File: src/rtl/raster_pkg.sv
package raster_pkg;
  parameter int DOTS_PER_LINE   = 341;
  parameter int LINES_PER_FRAME = 262;
  parameter int PIC_DOTS        = 256;
  parameter int PIC_LINES       = 240;
  parameter int VBL_SET_LINE    = 241;
  parameter int PRE_RENDER_LINE = 261;
  parameter int CE_RATIO        = 3;
endpackage

File: src/rtl/raster_counters.sv
module raster_counters #(
  parameter int DOTS  = raster_pkg::DOTS_PER_LINE,
  parameter int LINES = raster_pkg::LINES_PER_FRAME,
  localparam int DW = $clog2(DOTS),
  localparam int LW = $clog2(LINES)
) (
  input  logic          clk,
  input  logic          rst_n,
  output logic [DW-1:0] dot,
  output logic [LW-1:0] line,
  output logic          line_end
);
  localparam logic [DW-1:0] DOT_LAST  = DW'(DOTS - 1);
  localparam logic [LW-1:0] LINE_LAST = LW'(LINES - 1);

  assign line_end = (dot == DOT_LAST);

  always_ff @(posedge clk) begin
    if (!rst_n) begin
      dot  <= '0;
      line <= '0;
    end else if (line_end) begin
      dot  <= '0;
      line <= (line == LINE_LAST) ? '0 : line + 1'b1;
    end else begin
      dot <= dot + 1'b1;
    end
  end
endmodule

File: src/rtl/raster_ce_div.sv
module raster_ce_div #(
  parameter int RATIO = raster_pkg::CE_RATIO,
  localparam int PW = (RATIO > 1) ? $clog2(RATIO) : 1
) (
  input  logic clk,
  input  logic rst_n,
  output logic ce
);
  generate
    if (RATIO <= 1) begin : g_pass
      assign ce = rst_n;
    end else begin : g_div
      localparam logic [PW-1:0] PH_LAST = PW'(RATIO - 1);
      logic [PW-1:0] phase;
      always_ff @(posedge clk) begin
        if (!rst_n)               phase <= '0;
        else if (phase == PH_LAST) phase <= '0;
        else                      phase <= phase + 1'b1;
      end
      assign ce = (phase == PH_LAST);
    end
  endgenerate
endmodule

File: src/rtl/raster_vbl_ctl.sv
module raster_vbl_ctl #(
  parameter int DW       = 9,
  parameter int LW       = 9,
  parameter int SET_LINE = raster_pkg::VBL_SET_LINE,
  parameter int CLR_LINE = raster_pkg::PRE_RENDER_LINE
) (
  input  logic          clk,
  input  logic          rst_n,
  input  logic [DW-1:0] dot,
  input  logic [LW-1:0] line,
  input  logic          nmi_en,
  input  logic          status_rd,
  output logic          vbl_flag,
  output logic          nmi_n
);
  localparam logic [LW-1:0] SET_L = LW'(SET_LINE);
  localparam logic [LW-1:0] CLR_L = LW'(CLR_LINE);

  logic at_line_start, set_hit, clr_hit;
  assign at_line_start = (dot == '0);
  assign set_hit = at_line_start && (line == SET_L);
  assign clr_hit = at_line_start && (line == CLR_L);

  always_ff @(posedge clk) begin
    if (!rst_n)                    vbl_flag <= 1'b0;
    else if (set_hit)              vbl_flag <= 1'b1;
    else if (clr_hit || status_rd) vbl_flag <= 1'b0;
  end

  assign nmi_n = ~(vbl_flag & nmi_en);
endmodule

File: src/rtl/raster_timing_gen.sv
module raster_timing_gen #(
  parameter int DOTS      = raster_pkg::DOTS_PER_LINE,
  parameter int LINES     = raster_pkg::LINES_PER_FRAME,
  parameter int PIC_DOTS  = raster_pkg::PIC_DOTS,
  parameter int PIC_LINES = raster_pkg::PIC_LINES,
  parameter int SET_LINE  = raster_pkg::VBL_SET_LINE,
  parameter int CLR_LINE  = raster_pkg::PRE_RENDER_LINE,
  parameter int CE_RATIO  = raster_pkg::CE_RATIO,
  localparam int DW = $clog2(DOTS),
  localparam int LW = $clog2(LINES)
) (
  input  logic          clk,
  input  logic          rst_n,
  input  logic          nmi_en,
  input  logic          status_rd,
  output logic [DW-1:0] dot,
  output logic [LW-1:0] line,
  output logic          visible,
  output logic          hblank,
  output logic          vblank,
  output logic          vbl_flag,
  output logic          nmi_n,
  output logic          cpu_ce
);
  localparam logic [DW-1:0] PD = DW'(PIC_DOTS);
  localparam logic [LW-1:0] PL = LW'(PIC_LINES);

  logic line_end;

  raster_counters #(.DOTS(DOTS), .LINES(LINES)) u_ctr (
    .clk(clk), .rst_n(rst_n), .dot(dot), .line(line), .line_end(line_end)
  );

  raster_ce_div #(.RATIO(CE_RATIO)) u_ce (
    .clk(clk), .rst_n(rst_n), .ce(cpu_ce)
  );

  raster_vbl_ctl #(.DW(DW), .LW(LW), .SET_LINE(SET_LINE), .CLR_LINE(CLR_LINE)) u_vbl (
    .clk(clk), .rst_n(rst_n), .dot(dot), .line(line), .nmi_en(nmi_en),
    .status_rd(status_rd), .vbl_flag(vbl_flag), .nmi_n(nmi_n)
  );

  assign hblank  = (dot >= PD);
  assign vblank  = (line >= PL);
  assign visible = !hblank && !vblank;
endmodule

File: config.mk
export PLATFORM = sky130hd
export DESIGN_NAME = raster_timing_gen
export DESIGN_NICKNAME = d
export VERILOG_FILES = /design/src/rtl/raster_pkg.sv /design/src/rtl/raster_counters.sv /design/src/rtl/raster_ce_div.sv /design/src/rtl/raster_vbl_ctl.sv /design/src/rtl/raster_timing_gen.sv
export SDC_FILE = /design/constraint.sdc
export NUM_CORES = 1
export LEC_CHECK = 0
export ABC_CLOCK_PERIOD_IN_PS = 2000
export BUFFER_PORTS_ARGS = -buffer_cell sky130_fd_sc_hd__buf_4
export CAP_MARGIN = 30
export CORE_ASPECT_RATIO = 1.25
export CORE_UTILIZATION = 51
export CTS_CLUSTER_SIZE = 25
export DETAILED_ROUTE_END_ITERATION = 12
export PLACE_DENSITY_LB_ADDON = 0.15
export SYNTH_ARGS = -nofsm -noshare
export SYNTH_HDL_FRONTEND = slang
export SYNTH_HIERARCHICAL = 1
export SYNTH_SLANG_ARGS = --single-unit
File: constraint.sdc
create_clock -name clk -period 2 [get_ports clk]
set_input_delay 0.2 -clock clk [delete_from_list [all_inputs] [get_ports clk]]
set_output_delay 0.2 -clock clk [all_outputs]
set_load 0.01 [all_outputs]
==> flow_metrics.tcl <==
set metrics [dict create \
    placed_cell_area_mm2 0.00129 \
    cp.arrival_ns 1.98 \
    cts_tree "done" \
    post_synth_inst_count 117 \
    clk_pin_slew_ns 0.12 \
    routed_wl_um 2370 \
    start_util 0.545 \
    htree_levels 1 \
    max_stage_delay_ns 0.48 \
    status "completed" \
    grt_pass1_vias 804 \
    dp_hpwl_um 1690 \
    dr.pass1.iters 4 \
    cts_resized 0 \
    wl_per_cell_um 14.4 \
    syn2layout_area_growth_pct 21.6 \
    ios 28 \
    crit_path_end_kind "flip-flop" \
    ir_worst_vdd_uv 405 \
    grtUsageTotal 0.202 \
    setup_violations 0 \
    vias_per_cell 5.82 \
    drv_slew 0 \
    p_comb_frac 0.093 \
    post-route-period-util 0.898 \
    finalClockSkew_ns 0.0125 \
    cp-start-kind "flip-flop" \
    drt_iter0_drc 25 \
    gp_congestion 0.775 \
    power.clock.fraction 0.278 \
    die_h_um 53.5 \
    gr-total-overflow 0 \
    grt_first_pass_wirelength_um 3440 \
    fp.dieW_um 43.2 \
    synthesis.area_per_instance_um2 9.24 \
    drive_gt1_frac 0.262 \
    swShare 0.232 \
    worstHoldPathType "in -> reg" \
    seq_power_share 0.630 \
    die-area_mm2 0.00231 \
    post_cts_buffers 0 \
    rsz0062_at_grt "false" \
    cts.path.max_buffers 2 \
    antenna_found_initial 0 \
    ys_warn_count 6 \
    finalHoldViolCount 0 \
    p_sw_uw 164 \
    synthesis.area_mm2 0.00108 \
    fmax_mhz 556 \
    cap_violations 0 \
    vias 960 \
    crit_buf_inv 0 \
    crit_chain "nand4bb_1 -> or2_1 -> o21ai_4 -> nor2_1" \
    antenna_left 0 \
    core-area_mm2 0.00198 \
    finalSetupTns_ns 0 \
    clk_latency_ns 0.30 \
    p_leak_uw 0.000532 \
    drc 0 \
    p_int_uw 543 \
    nNetsFinal 155 \
    utilization 0.664 \
    period_needed_ns 1.80 \
    crit_family "simple AND/OR/NAND/NOR gates" \
    crit_type "reg -> reg" \
    numPortBuffers 27 \
    required_ns 2.18 \
    numCtsBuffers 3 \
    cts_hold_buffers 0 \
    syn-num-nets 126 \
    final_area_mm2 0.00132 \
    holdWs_ns 0.161 \
    power.density_mw_per_mm2 538 \
    diodes 0 \
    worst_pin_slew_ns 0.464 \
    cts_num_sinks 21 \
    cts_root_buf "clkbuf_4" \
    grt_max_degree 12 \
    slew_headroom 0.683 \
    worstPathMaxFanout 10 \
    critPathSlowestCell "dfxtp_1" \
    rows 18 \
]
## tightest hold or removal path, cell delays in order
cell	delay [ns]
buf_4	0.08
nor2_1	0.03
o21ai_1	0.06
o21ai_1	0.06
## worst paths after layout
kind	startpoint	end	slack [ns]	depth (start not counted)
max reg2reg	u_ctr/dot[2]	u_ctr/line[5]	0.20	4
max	u_ctr/dot[2]	u_ctr/line[5]	0.20	4
min	status_rd	u_vbl/vbl_flag	0.16	4
min reg2reg	u_ce/g_div.phase[0]	u_ce/g_div.phase[0]	0.44	1
## power groups by stage
stage | Clock (uW) | Combinational (uW) | Sequential [uW]
finish | 196 | 65.5 | 446
floorplan | 0 | 38.4 | 455
global placement | 0 | 63.6 | 455
global route | 222 | 71.9 | 449
CTS | 207 | 67.0 | 446
detailed placement | 0 | 65.9 | 456
## cell type report
cell class / instances / area [um^2]
Fill cell: 178 / 667
Multi-Input combinational cell: 88 / 622
Sequential cell: 21 / 420
Timing Repair Buffer: 27 / 203
Clock buffer: 4 / 26.3
Tap cell: 20 / 25.0
Inverter: 5 / 18.8
## placed cells by master (no fill, tap or decap)
cell type / n
buf_4: 27
dfxtp_1: 21
nor2_1: 16
nand3_1: 8
xnor2_1: 8
xor2_1: 6
inv_1: 5
ha_1: 5
nand2_1: 5
nand4_1: 5
nor4_1: 5
nor3_1: 4
clkbuf_4: 3
and4_1: 2
or2_1: 2
nor3b_2: 2
and3_1: 2
nor4bb_1: 2
a2111oi_0: 2
a21oi_1: 2
nor2b_1: 2
nor4_2: 2
o21ai_1: 2
clkbuf_1: 1
nand4b_2: 1
nand4bb_1: 1
nand2_2: 1
nor4b_1: 1
o21ai_4: 1
nor4b_2: 1
## state kept, by name, indices dropped and copies added, names as in the netlist
register	flops
u_vbl/vbl_flag	1
u_ctr/dot	9
u_ce/g_div.phase	2
u_ctr/line	9
## layer usage
metal / vias to the layer above / routed length, um / GRT usage / share of wire
li1: 477 / - / - / -
met1: 450 / 996 / 0.208 / 0.42
met2: 31 / 1270 / 0.398 / 0.54
met3: 2 / 87 / 0.0307 / 0.037
met4: 0 / 15 / 0.0758 / 0.0063
met5: - / 0 / 0 / 0
## through the flow
| step | worst slack [ns] | power, uW | std cells |
|---|---|---|---|
| 6_report | 0.203 | 708 | 165 |
| 5_1_grt | 0.141 | 742 | 165 |
| 4_1_cts | 0.239 | 720 | 165 |
| 3_5_place_dp | 0.296 | 522 | 161 |
| 3_3_place_gp | 0.361 | 518 | 161 |
| 2_1_floorplan | 0.428 | 493 | 117 |
Power figures use the tool's default switching activity.
